### src/rtl/pll_pwr_seq_pkg.sv
package pll_pwr_seq_pkg;

  typedef enum logic [2:0] {
    S_IDLE,
    S_BYPASS_HOLD,
    S_LOCK_WAIT,
    S_DRAIN,
    S_VOTE_WAIT
  } seq_state_e;

  // Strobes from control to datapath; each one acts for a single cycle.
  typedef struct packed {
    logic clrTimer;
    logic setBypass;
    logic clrBypass;
    logic setRst;
    logic clrRst;
    logic setOut;
    logic clrOut;
    logic setVote;
    logic clrVote;
    logic setErr;
    logic clrErr;
    logic pulseDone;
  } seq_strobe_t;

endpackage

### src/rtl/pll_pwr_seq_dp.sv
module pll_pwr_seq_dp
  import pll_pwr_seq_pkg::*;
#(
  parameter int CYCLES_PER_US = 4,
  parameter int MAX_US        = 100,
  parameter int US_W          = 7
) (
  input  logic        clk,
  input  logic        rstN,
  input  seq_strobe_t strobe,
  output logic [US_W-1:0] usCount,
  output logic        bypassRel,
  output logic        pllResetN,
  output logic        outEn,
  output logic        voteEn,
  output logic        done,
  output logic        timeoutErr
);

  localparam int PRE_W = $clog2(CYCLES_PER_US + 1);
  localparam logic [PRE_W-1:0] PRE_LAST = PRE_W'(CYCLES_PER_US - 1);
  localparam logic [US_W-1:0]  US_SAT   = US_W'(MAX_US);

  logic [PRE_W-1:0] preCount;

  // Microsecond timebase, restarted at the start of every step
  always_ff @(posedge clk or negedge rstN) begin
    if (!rstN) begin
      preCount <= '0;
      usCount  <= '0;
    end else if (strobe.clrTimer) begin
      preCount <= '0;
      usCount  <= '0;
    end else if (preCount == PRE_LAST) begin
      preCount <= '0;
      if (usCount != US_SAT) usCount <= usCount + 1'b1;
    end else begin
      preCount <= preCount + 1'b1;
    end
  end

  // Control and status registers
  always_ff @(posedge clk or negedge rstN) begin
    if (!rstN) begin
      bypassRel  <= 1'b0;
      pllResetN  <= 1'b0;
      outEn      <= 1'b0;
      voteEn     <= 1'b0;
      done       <= 1'b0;
      timeoutErr <= 1'b0;
    end else begin
      done <= strobe.pulseDone;
      if (strobe.setBypass)      bypassRel <= 1'b1;
      else if (strobe.clrBypass) bypassRel <= 1'b0;
      if (strobe.setRst)         pllResetN <= 1'b1;
      else if (strobe.clrRst)    pllResetN <= 1'b0;
      if (strobe.setOut)         outEn <= 1'b1;
      else if (strobe.clrOut)    outEn <= 1'b0;
      if (strobe.setVote)        voteEn <= 1'b1;
      else if (strobe.clrVote)   voteEn <= 1'b0;
      if (strobe.setErr)         timeoutErr <= 1'b1;
      else if (strobe.clrErr)    timeoutErr <= 1'b0;
    end
  end

endmodule

### src/rtl/pll_pwr_seq_ctrl.sv
module pll_pwr_seq_ctrl
  import pll_pwr_seq_pkg::*;
#(
  parameter int RELEASE_US    = 5,
  parameter int SETTLE_US     = 1,
  parameter int POLL_LIMIT_US = 100,
  parameter int US_W          = 7
) (
  input  logic            clk,
  input  logic            rstN,
  input  logic            startEn,
  input  logic            startDis,
  input  logic            voteMode,
  input  logic            lockDet,
  input  logic            activeFlag,
  input  logic [US_W-1:0] usCount,
  input  logic            bypassRel,
  input  logic            pllResetN,
  input  logic            outEn,
  output seq_strobe_t     strobe,
  output logic            busy
);

  localparam logic [US_W-1:0] REL_US  = US_W'(RELEASE_US);
  localparam logic [US_W-1:0] SET_US  = US_W'(SETTLE_US);
  localparam logic [US_W-1:0] POLL_US = US_W'(POLL_LIMIT_US);

  seq_state_e state, nxt;

  always_ff @(posedge clk or negedge rstN) begin
    if (!rstN) state <= S_IDLE;
    else       state <= nxt;
  end

  assign busy = (state != S_IDLE);

  always_comb begin
    nxt    = state;
    strobe = '0;
    case (state)
      S_IDLE: begin
        if (startEn) begin
          strobe.clrErr = 1'b1;
          if (voteMode) begin
            strobe.setVote  = 1'b1;
            strobe.clrTimer = 1'b1;
            nxt             = S_VOTE_WAIT;
          end else if (bypassRel && pllResetN && outEn) begin
            strobe.pulseDone = 1'b1;
          end else begin
            strobe.setBypass = 1'b1;
            strobe.clrTimer  = 1'b1;
            nxt              = S_BYPASS_HOLD;
          end
        end else if (startDis) begin
          strobe.clrErr = 1'b1;
          if (voteMode) begin
            strobe.clrVote   = 1'b1;
            strobe.pulseDone = 1'b1;
          end else begin
            strobe.clrOut   = 1'b1;
            strobe.clrTimer = 1'b1;
            nxt             = S_DRAIN;
          end
        end
      end
      S_BYPASS_HOLD: begin
        if (usCount >= REL_US) begin
          strobe.setRst   = 1'b1;
          strobe.clrTimer = 1'b1;
          nxt             = S_LOCK_WAIT;
        end
      end
      S_LOCK_WAIT: begin
        if (lockDet) begin
          strobe.setOut    = 1'b1;
          strobe.pulseDone = 1'b1;
          nxt              = S_IDLE;
        end else if (usCount >= POLL_US) begin
          strobe.setErr = 1'b1;
          nxt           = S_IDLE;
        end
      end
      S_DRAIN: begin
        if (usCount >= SET_US) begin
          strobe.clrRst    = 1'b1;
          strobe.clrBypass = 1'b1;
          strobe.pulseDone = 1'b1;
          nxt              = S_IDLE;
        end
      end
      S_VOTE_WAIT: begin
        if (activeFlag) begin
          strobe.pulseDone = 1'b1;
          nxt              = S_IDLE;
        end else if (usCount >= POLL_US) begin
          strobe.setErr = 1'b1;
          nxt           = S_IDLE;
        end
      end
      default: nxt = S_IDLE;
    endcase
  end

endmodule

### src/rtl/pll_pwr_seq.sv
module pll_pwr_seq
  import pll_pwr_seq_pkg::*;
#(
  parameter int CYCLES_PER_US = 4,
  parameter int RELEASE_US    = 5,
  parameter int SETTLE_US     = 1,
  parameter int POLL_LIMIT_US = 100
) (
  input  logic clk,
  input  logic rstN,
  input  logic startEn,
  input  logic startDis,
  input  logic voteMode,
  input  logic lockDet,
  input  logic activeFlag,
  output logic bypassRel,
  output logic pllResetN,
  output logic outEn,
  output logic voteEn,
  output logic busy,
  output logic done,
  output logic timeoutErr
);

  localparam int MAX_A  = (RELEASE_US > SETTLE_US) ? RELEASE_US : SETTLE_US;
  localparam int MAX_US = (MAX_A > POLL_LIMIT_US) ? MAX_A : POLL_LIMIT_US;
  localparam int US_W   = $clog2(MAX_US + 1);

  seq_strobe_t     strobe;
  logic [US_W-1:0] usCount;

  pll_pwr_seq_ctrl #(
    .RELEASE_US   (RELEASE_US),
    .SETTLE_US    (SETTLE_US),
    .POLL_LIMIT_US(POLL_LIMIT_US),
    .US_W         (US_W)
  ) u_ctrl (
    .clk       (clk),
    .rstN      (rstN),
    .startEn   (startEn),
    .startDis  (startDis),
    .voteMode  (voteMode),
    .lockDet   (lockDet),
    .activeFlag(activeFlag),
    .usCount   (usCount),
    .bypassRel (bypassRel),
    .pllResetN (pllResetN),
    .outEn     (outEn),
    .strobe    (strobe),
    .busy      (busy)
  );

  pll_pwr_seq_dp #(
    .CYCLES_PER_US(CYCLES_PER_US),
    .MAX_US       (MAX_US),
    .US_W         (US_W)
  ) u_dp (
    .clk       (clk),
    .rstN      (rstN),
    .strobe    (strobe),
    .usCount   (usCount),
    .bypassRel (bypassRel),
    .pllResetN (pllResetN),
    .outEn     (outEn),
    .voteEn    (voteEn),
    .done      (done),
    .timeoutErr(timeoutErr)
  );

endmodule

### config.mk
export PLATFORM = sky130hd
export DESIGN_NAME = pll_pwr_seq
export DESIGN_NICKNAME = d
export VERILOG_FILES = /design/src/rtl/pll_pwr_seq_pkg.sv /design/src/rtl/pll_pwr_seq_dp.sv /design/src/rtl/pll_pwr_seq_ctrl.sv /design/src/rtl/pll_pwr_seq.sv
export SDC_FILE = /design/constraint.sdc
export NUM_CORES = 1
export LEC_CHECK = 0
export ABC_AREA = 1
export CAP_MARGIN = 10
export CORE_MARGIN = 4
export CORE_UTILIZATION = 33
export CTS_CLUSTER_SIZE = 14
export DETAILED_ROUTE_END_ITERATION = 6
export HOLD_SLACK_MARGIN = 0.12
export PLACE_DENSITY = 0.56
export SYNTH_ARGS = -nofsm -noshare
export SYNTH_HDL_FRONTEND = slang
export SYNTH_SLANG_ARGS = --single-unit
### constraint.sdc
create_clock -name clk -period 1.9 [get_ports clk]
set_clock_uncertainty 0.1 [all_clocks]
set_input_delay 0.38 -clock clk [delete_from_list [all_inputs] [get_ports clk]]
set_output_delay 0.38 -clock clk [all_outputs]
set_load 0.01 [all_outputs]
; Word-level counts from Yosys, hierarchy flattened
; Index checks and enable logic that the tools add are counted.
[totals]
ff_bits = 19
out_inout_bits = 7
[classes]
n_reduce_logical = 13
n_mux = 57
n_lt_le_gt_ge = 3
n_eq_ne = 11
addsub = 2
[ops]
columns = op, n
row1 = 3-bit 2-to-1 mux, 13
row2 = 1-bit 2-to-1 mux, 34
row3 = 7-bit 2-to-1 mux, 3
row4 = 3-bit one-hot mux with 5 select lines, 1
row5 = 2-bit nonzero test, 7
row6 = 3-bit by 2-bit equality test with 1-bit output (second input constant), 3
row7 = 7-bit by 1-bit adder with 7-bit output (second input constant), 1
row8 = 7-bit by 1-bit >= comparator with 1-bit output (second input constant), 1
row9 = 7-bit by 3-bit >= comparator with 1-bit output (second input constant), 1
row10 = 7-bit >= comparator (second input constant), 1
row11 = 7-bit inequality test (second input constant), 1
row12 = 2-bit 2-to-1 mux, 3
row13 = 3-bit inequality test (second input constant), 2
row14 = 5-bit AND reduction, 1
row15 = 2-bit by 1-bit inequality test with 1-bit output (second input constant), 2
row16 = 4-bit inequality test (second input constant), 1
row17 = 1-bit one-hot mux with 2 select lines, 2
row18 = 1-bit one-hot mux with 4 select lines, 1
row19 = 3-bit by 1-bit adder with 3-bit output (second input constant), 1
row20 = 3-bit by 1-bit equality test with 1-bit output (second input constant), 1
row21 = 3-bit equality test (second input constant), 1
row22 = 3-bit logical NOT, 1
row23 = 3-bit nonzero test, 1
row24 = 1-bit logical AND, 2
row25 = 2-bit AND reduction, 1

; Depth between registers and ports, before layout
; Gate-level depths: netlist (run 1).
[depth]
depth_word = 8
mapped_depth = 10
ltp_nobuf = 10

; Cells and area by module
; Synthesis (run 1) repeated with hierarchy kept, for this count alone.
[hier_totals]
cells_unflattened = 155
hier_area_um2 = 1169.9
[modules_own_cells]
columns = module, area_each_um2, instances, cells_each
row1 = pll_pwr_seq_dp, 763.2, 1, 85
row2 = pll_pwr_seq_ctrl, 406.6, 1, 70

; Worst setup path after synthesis (run 1)
; No wires, ideal clock.
[synth_timing]
path_type = reg2reg
from = register u_dp.usCount[0]
to = register u_dp.usCount[2]
path_buffers = 0
setup_ps = 119
arrival_ps = 1195
path_stages_with_launch = 9
setup_slack_ps = 486
synth_period_minus_slack_ps = 1414
t_required_ps = 1681
path_cell_list = dfrtp_1 inv_1 ha_1 nand2_1 nor2_1 nor2_4 nand3_1 nand2_1 nor2_1
[synth_via]
elab_chain_len = 5
elab_cells_between_ends = 11
classes_between = add/sub: 1 / order compare: 1 / eq/ne: 1 / mux: 5 / reduce/logical: 3
[synth_lines]
columns = item, line
row1 = "start, declared", pll_pwr_seq_dp.sv:11  ; output logic [US_W-1:0] usCount,
row2 = "start signal, assigned", pll_pwr_seq_dp.sv:36  ; if (usCount != US_SAT) usCount <= usCount + 1'b1;
row3 = 7-bit by 3-bit >= comparator with 1-bit output, pll_pwr_seq_ctrl.sv:68  ; if (usCount >= REL_US) begin
row4 = 1-bit 2-to-1 mux, pll_pwr_seq_ctrl.sv:68
row5 = 1-bit one-hot mux with 2 select lines, pll_pwr_seq_ctrl.sv:40  ; case (state)
row6 = 2-bit nonzero test (no line), n/a
row7 = 2-bit AND reduction (no line), n/a
; Several ways; a longest one is shown, not always the timed one. The select of a mux whose other input is x is not followed.
; A chain may end at the register's enable or synchronous reset.

; Final worst setup path (run 1)
[layout_timing]
from = register u_ctrl.state[1]
to = output port busy
[layout_via]
elab_chain_len = 1
[layout_lines]
columns = item, line
row1 = "start, declared", pll_pwr_seq_ctrl.sv:28  ; seq_state_e state, nxt;
row2 = "start signal, assigned", pll_pwr_seq_ctrl.sv:32  ; else state <= nxt;
row3 = 3-bit nonzero test, pll_pwr_seq_ctrl.sv:35  ; assign busy = (state != S_IDLE);
row4 = "end, declared", pll_pwr_seq.sv:20  ; output logic busy,
; Every way passes these cells.

==> impl_metrics.sql, run 1 <==
INSERT INTO impl_metrics (metric_group, metric, value, unit) VALUES
('die', 'placementRows', '21', ''),
('critical_path', 'setup.worst_path.end_class', 'primary output', ''),
('critical_path', 'worstRegToRegCells', '8', ''),
('run_status', 'outcome', 'finished, final reports clean', ''),
('final_layout', 'antennaDiodeCount', '0', ''),
('logic_synthesis', 'synthMostInstantiatedCell', 'nand2_1', ''),
('power_and_ir_drop', 'power_per_standard_cell_area', '1220', 'nW/um^2'),
('logic_synthesis', 'ys_seq_area_frac', '0.387', ''),
('logic_synthesis', 'synth_enable_flop_cells', '0', ''),
('drt', 'route.detailed.wl_per_inst', '11.3', 'um'),
('grt', 'grt_start_max_net_pins', '20', ''),
('final_layout', 'areaGrowthSynthToFinish', '18.9', '%'),
('grt', 'global_route_wire_length_before_repair', '4800', 'um'),
('clocking', 'clk_transition_reported_paths', '0.08', 'ns'),
('grt', 'grt_util_all_layers', '0.119', ''),
('timing', 'fmax', '0.560', 'GHz'),
('timing', 'layout_worst_path_cycle_share', '0.939', ''),
('logic_synthesis', 'mapped_cell_area', '1230', 'sq um'),
('logic_synthesis', 'avgSynthCellArea', '7.36', 'sq um'),
('power_and_ir_drop', 'report.power.total', '1780', 'uW'),
('final_layout', 'num-nets-final', '196', ''),
('timing', 'timing_hold_violations_final', '0', ''),
('critical_path', 'timing.critical_path.fanout_max', '6', ''),
('drt', 'route.antenna.remaining_nets', '0', ''),
('timing', 'final-max-slew-violation-count', '0', ''),
('timing', 'rsz0062_at_grt', 'false', ''),
('clocking', 'cts-root-buf', 'clkbuf_8', ''),
('logic_synthesis', 'yosys.area.top_type_share', '0.387', ''),
('timing', 'setup_viol_count_final', '0', ''),
('placement', 'cell_count_after_placement', '226', ''),
('grt', 'grt_antenna_before_repair', '0', ''),
('final_layout', 'regArea', '478', 'sq um'),
('final_layout', 'multi_input_gate_area', '652', 'sq um'),
('worst_hold_path', 'worst_hold_path_type', 'reg -> reg', ''),
('drt', 'drt-vias-per-instance', '4.74', ''),
('critical_path', 'critical_path.reg2reg.endpoint', 'u_dp.usCount[2]', ''),
('die', 'start_util', '0.355', ''),
('clocking', 'cts_max_level', '1', ''),
('logic_synthesis', 'most_area_consuming_cells_after_synthesis', 'dfrtp_1 39%, nand2_1 17%, inv_1 6.1%', ''),
('drt', 'vias', '1090', ''),
('critical_path', 'timing.reg2reg.setup_slack', '0.27', 'ns'),
('power_and_ir_drop', 'power.leakage', '0.000736', 'uW'),
('timing', 'final_setup_margin', '0.115', 'ns'),
('drt', 'drt_first_iter_violations', '57', ''),
('die', 'fp.dieArea', '4770', 'sq um'),
('die', 'fp.dieH', '69.1', 'um'),
('clocking', 'numCtsBuffers', '3', ''),
('timing', 'worstMarginPinSlew', '0.336', 'ns'),
('timing', 'slew_headroom', '0.776', ''),
('clocking', 'number_of_resized_instances_in_the_post_cts_repair_step', '3', ''),
('die', 'coreArea', '3470', 'sq um'),
('final_layout', 'stdcell_count', '230', ''),
('critical_path', 'worst_r2r_startpoint', 'u_dp.usCount[0]', ''),
('logic_synthesis', 'dominantRegCellSynth', 'dfrtp_1', ''),
('final_layout', 'final.fill_count', '394', ''),
('logic_synthesis', 'synth-async-reset-ratio', '1.00', ''),
('die', 'floorplan.die.width', '69.1', 'um'),
('drt', 'drt-total-wl', '2610', 'um'),
('clocking', 'postCtsSetupRepairBufs', '0', ''),
('power_and_ir_drop', 'vdd_drop_max', '0.000488', 'V'),
('drt', 'drc', '0', ''),
('grt', 'gr-total-overflow', '0', ''),
('logic_synthesis', 'synth_fp_nets', '178', ''),
('critical_path', 'setup_crit_end', 'busy', ''),
('placement', 'place_congestion', '0.843', ''),
('run', 'maxCapViolations', '0', ''),
('timing', 'fin_tns_setup', '0', 'ns'),
('clocking', 'clk_latency', '0.25', 'ns'),
('timing', 'finalWorstPathRequiredPeriod', '1.78', 'ns'),
('logic_synthesis', 'yosysTopAreaCell', 'dfrtp_1', ''),
('die', 'ioPinCount', '14', '');
[cell type report]
type | count | area share
Sequential cell | 19 | 0.327
Inverter | 23 | 0.0590
Tap cell | 46 | 0.0393
Multi-Input combinational cell | 123 | 0.446
Timing Repair Buffer | 15 | 0.0984
Clock buffer | 4 | 0.0308
[sequential cells by signal (all words and copies together) (netlist names)]
register         flops
u_dp.pllResetN       1
u_dp.preCount        3
u_dp.bypassRel       1
u_dp.usCount         7
u_dp.voteEn          1
u_ctrl.state         3
u_dp.outEn           1
u_dp.done            1
u_dp.timeoutErr      1
[kinds of logic (layout without fill, tap and decap cells)]
logic type,count (synthesis),in the layout,share of synthesized area
DFF,19,19,0.387
and+or+nand+nor,106,106,0.421
adders and majority gates,4,4,0.0407
AOI/OAI and AO/OA,13,13,0.0682
buffers and inverters,25,42,0.0834
[worst max-delay path, stage by stage, from the launching register on]
cell,delay (ns)
dfrtp_2,0.46
nor3_4,0.22
inv_2,0.08
dlygate4sd2_1,0.29
[how the worst min path moves through the flow]
stage,start,to,slack [ns],depth (start not counted)
floorplan,rstN,u_ctrl.state[0],-0.02,0
global placement,u_dp.preCount[0],u_dp.preCount[0],0.34,1
detailed placement,u_dp.preCount[0],u_dp.preCount[0],0.35,1
CTS,u_dp.preCount[0],u_dp.preCount[0],0.36,1
global route,u_dp.preCount[0],u_dp.preCount[0],0.37,1
finish,u_dp.preCount[0],u_dp.preCount[0],0.36,1
[cells in the final DEF (no fill, tap or decap), drive strengths merged]
master / synthesis / layout
nor2: 22 / 22
inv: 23 / 23
o21ai: 5 / 5
nand4: 10 / 10
nand3: 8 / 8
o21bai: 2 / 2
nand2: 57 / 57
o21a: 1 / 1
dlygate4sd2: 0 / 1
o22ai: 1 / 1
buf: 2 / 2
clkbuf: 0 / 4
dfrtp: 19 / 19
a21oi: 3 / 3
nor3: 8 / 8
nor3b: 1 / 1
o211ai: 1 / 1
ha: 4 / 4
clkdlybuf4s50: 0 / 12
[metal layers]
layer,GRT usage,part of all wire
met1,0.158,0.47
met2,0.198,0.50
met3,0.0174,0.022
met4,0.0347,0.011
met5,0,0
[through the flow]
stage,instance area [sq um],utilization
CTS,1460,0.422
finish,1460,0.422
floorplan,1230,-
detailed placement,1420,0.408
global route,1460,0.422
global placement,1420,0.408
[where the power goes]
| group | leakage (uW) | switching (uW) | total [uW] | internal (uW) |
|---|---|---|---|---|
| sequential | 0.000246 | 140 | 669 | 529 |
| combinational | 0.000468 | 477 | 832 | 355 |
| clock | 0.0000228 | 134 | 283 | 149 |
| total | 0.000736 | 751 | 1780 | 1030 |
Note: power is estimated with default switching activity, not from simulation.
==> run 2, diff against run 1 <==
- DONT_BUFFER_PORTS: not set -> 1
- MAX_ROUTING_LAYER: not set -> met4
- PLACE_DENSITY: 0.56 -> 0.51
==> impl_metrics.sql, run 2 (same netlist as run 1, synthesis figures left out) <==
INSERT INTO impl_metrics (metric_group, metric, value, unit) VALUES
('run_status', 'outcome', 'finished, final reports clean', ''),
('grt', 'grt_pass1_vias', '980', ''),
('critical_path', 'data_arrival_time_of_the_worst_path', '1.16', 'ns'),
('final_layout', 'areaGrowthSynthToFinish', '8.95', '%'),
('grt', 'met3_usage', '0.0262', ''),
('drt', 'drc', '0', ''),
('die', 'fp.dieH', '69.1', 'um'),
('critical_path', 'timing.critical_path.required', '1.42', 'ns'),
('drt', 'vias', '1030', ''),
('power_and_ir_drop', 'power_per_standard_cell_area', '1240', 'nW/um^2'),
('run', 'maxCapViolations', '0', ''),
('final_layout', 'antennaDiodeCount', '0', ''),
('die', 'fp.dieArea', '4770', 'sq um'),
('clocking', 'cts_max_level', '1', ''),
('clocking', 'clk_latency', '0.26', 'ns'),
('grt', 'grt_start_max_net_pins', '20', ''),
('grt', 'grt_util_all_layers', '0.123', ''),
('placement', 'detailed_place.area', '1270', 'sq um'),
('power_and_ir_drop', 'report.power.total', '1660', 'uW'),
('worst_hold_path', 'worst_hold_path_type', 'in -> reg', ''),
('timing', 'worstMarginPinSlew', '0.923', 'ns'),
('timing', 'final-max-slew-violation-count', '0', ''),
('drt', 'detail_route.first_pass.iterations', '4', ''),
('drt', 'drt_first_iter_violations', '25', ''),
('final_layout', 'post-route-cell-area', '1340', 'sq um'),
('placement', 'place_congestion', '0.819', ''),
('final_layout', 'largest_register_ffs', '7', ''),
('clocking', 'cts_num_sinks', '19', ''),
('grt', 'grtUsageMet2', '0.195', ''),
('timing', 'rsz0062_at_grt', 'false', ''),
('placement', 'cell_count_after_placement', '211', ''),
('placement', 'io_buffer_count', '0', ''),
('timing', 'fmax', '0.610', 'GHz'),
('clocking', 'postCtsSetupRepairBufs', '0', ''),
('timing', 'finalWorstPathRequiredPeriod', '1.64', 'ns'),
('final_layout', 'layout_top_registers', 'u_dp.usCount (7), u_ctrl.state (3), u_dp.preCount (3)', ''),
('final_layout', 'registers.top_by_ff_count', 'u_dp.usCount', ''),
('final_layout', 'stdcell_count', '217', ''),
('critical_path', 'setup.worst_path.end_class', 'primary output', ''),
('drt', 'drt-total-wl', '2650', 'um'),
('clocking', 'cts-root-buf', 'clkbuf_8', ''),
('clocking', 'clk_transition_reported_paths', '0.08', 'ns'),
('drt', 'drt-vias-per-instance', '4.75', ''),
('final_layout', 'num-nets-final', '183', ''),
('timing', 'setup_viol_count_final', '0', ''),
('placement', 'dp.final_hpwl', '2010', 'um'),
('grt', 'grt_busiest_layer', 'met2', ''),
('die', 'ioPinCount', '14', ''),
('grt', 'grt_antenna_before_repair', '0', ''),
('clocking', 'cts-root-to-sink-buffers', '2', ''),
('grt', 'met1_usage', '0.153', ''),
('critical_path', 'timing.critical_path.fanout_max', '6', ''),
('die', 'start_util', '0.355', ''),
('final_layout', 'post_route_cells_drive_above_1_share', '0.117', ''),
('timing', 'slew_headroom', '0.383', ''),
('clocking', 'numCtsBuffers', '3', ''),
('grt', 'global_route_wire_length_before_repair', '4540', 'um'),
('timing', 'fin_tns_setup', '0', 'ns'),
('timing', 'layout_worst_path_cycle_share', '0.863', ''),
('power_and_ir_drop', 'power.leakage', '0.000686', 'uW'),
('critical_path', 'critical_path.startpoint_type', 'flip-flop', ''),
('power_and_ir_drop', 'vdd_drop_max', '0.000497', 'V'),
('die', 'floorplan.die.width', '69.1', 'um'),
('critical_path', 'worstSetupPathType', 'reg -> out', ''),
('drt', 'route.antenna.remaining_nets', '0', ''),
('die', 'placementRows', '21', ''),
('grt', 'gr-total-overflow', '0', ''),
('final_layout', 'commonest_cells_after_routing_fill_and_taps_aside', '55 x nand2_1, 20 x inv_1, 20 x nor2_1', ''),
('timing', 'timing_hold_violations_final', '0', ''),
('final_layout', 'commonest_non_fill_non_tap_cell_in_the_layout', 'nand2_1', ''),
('drt', 'route.detailed.wl_per_inst', '12.2', 'um'),
('die', 'coreArea', '3470', 'sq um'),
('clocking', 'tritoncts', 'yes', '');
==> run 2: cell types whose count changed in the layout (fill, tap and decap cells not counted), sizes merged <==
cell | before | now
clkdlybuf4s50 | 12 | 0
clkbuf | 4 | 3
buf | 2 | 0
dlygate4sd3 | 0 | 2
clkinvlp | 0 | 1
dlygate4sd2 | 1 | 0
==> run 2: final timing paths <==
check                            startpoint                to  slack, ns  depth (start not counted)
max reg2reg                 u_dp.usCount[0]   u_dp.usCount[0]       0.28                          7
max                         u_ctrl.state[1]              busy       0.26                          2
min in group asynchronous              rstN   u_dp.usCount[3]       0.60                          1
max in group asynchronous              rstN   u_dp.usCount[0]       0.53                          1
min reg2reg                u_dp.preCount[0]  u_dp.preCount[0]       0.36                          1
min                              activeFlag         u_dp.done       0.17                          2
==> run 2: metal layers <==
metal | share of wire | routed length [um]
met2 | 0.48 | 1280
met5 | 0 | 0
met3 | 0.036 | 96
met4 | 0.0072 | 19
met1 | 0.48 | 1260
==> run 2: repair_timing <==
| item | CTS | global route |
|---|---|---|
| hold buffers | 2 | 0 |
| endpoints found under the hold margin | 20 | 0 |
| gates resized for setup | 0 | 0 |
==> run 2: per-stage QoR <==
step | hold WS (ns) | setup slack (ns) | utilization
4_1_cts | 0.172 | 0.247 | 0.386
3_3_place_gp | -0.0149 | 0.310 | 0.367
5_1_grt | 0.170 | 0.0596 | 0.386
2_1_floorplan | -0.0156 | 0.486 | -
3_5_place_dp | -0.0149 | 0.293 | 0.367
6_report | 0.168 | 0.261 | 0.386
==> run 2: power breakdown <==
| part | total [uW] | switching (uW) | internal (uW) |
|---|---|---|---|
| Sequential | 695 | 171 | 525 |
| Combinational | 671 | 431 | 240 |
| Clock | 292 | 145 | 148 |
==> run 2: critical path: stages, from the launching register on <==
cell and delay [ns]:
dfrtp_1 0.46, nor3_4 0.31, inv_2 0.13
==> run 2: layout make-up <==
| type | count | area, sq um |
|---|---|---|
| Fill cell | 386 | 2130 |
| Inverter | 23 | 86.3 |
| Clock buffer | 3 | 41.3 |
| Timing Repair Buffer | 2 | 20.0 |
| Sequential cell | 19 | 475 |
| Clock inverter | 1 | 7.51 |
| Multi-Input combinational cell | 123 | 652 |
| Tap cell | 46 | 57.6 |
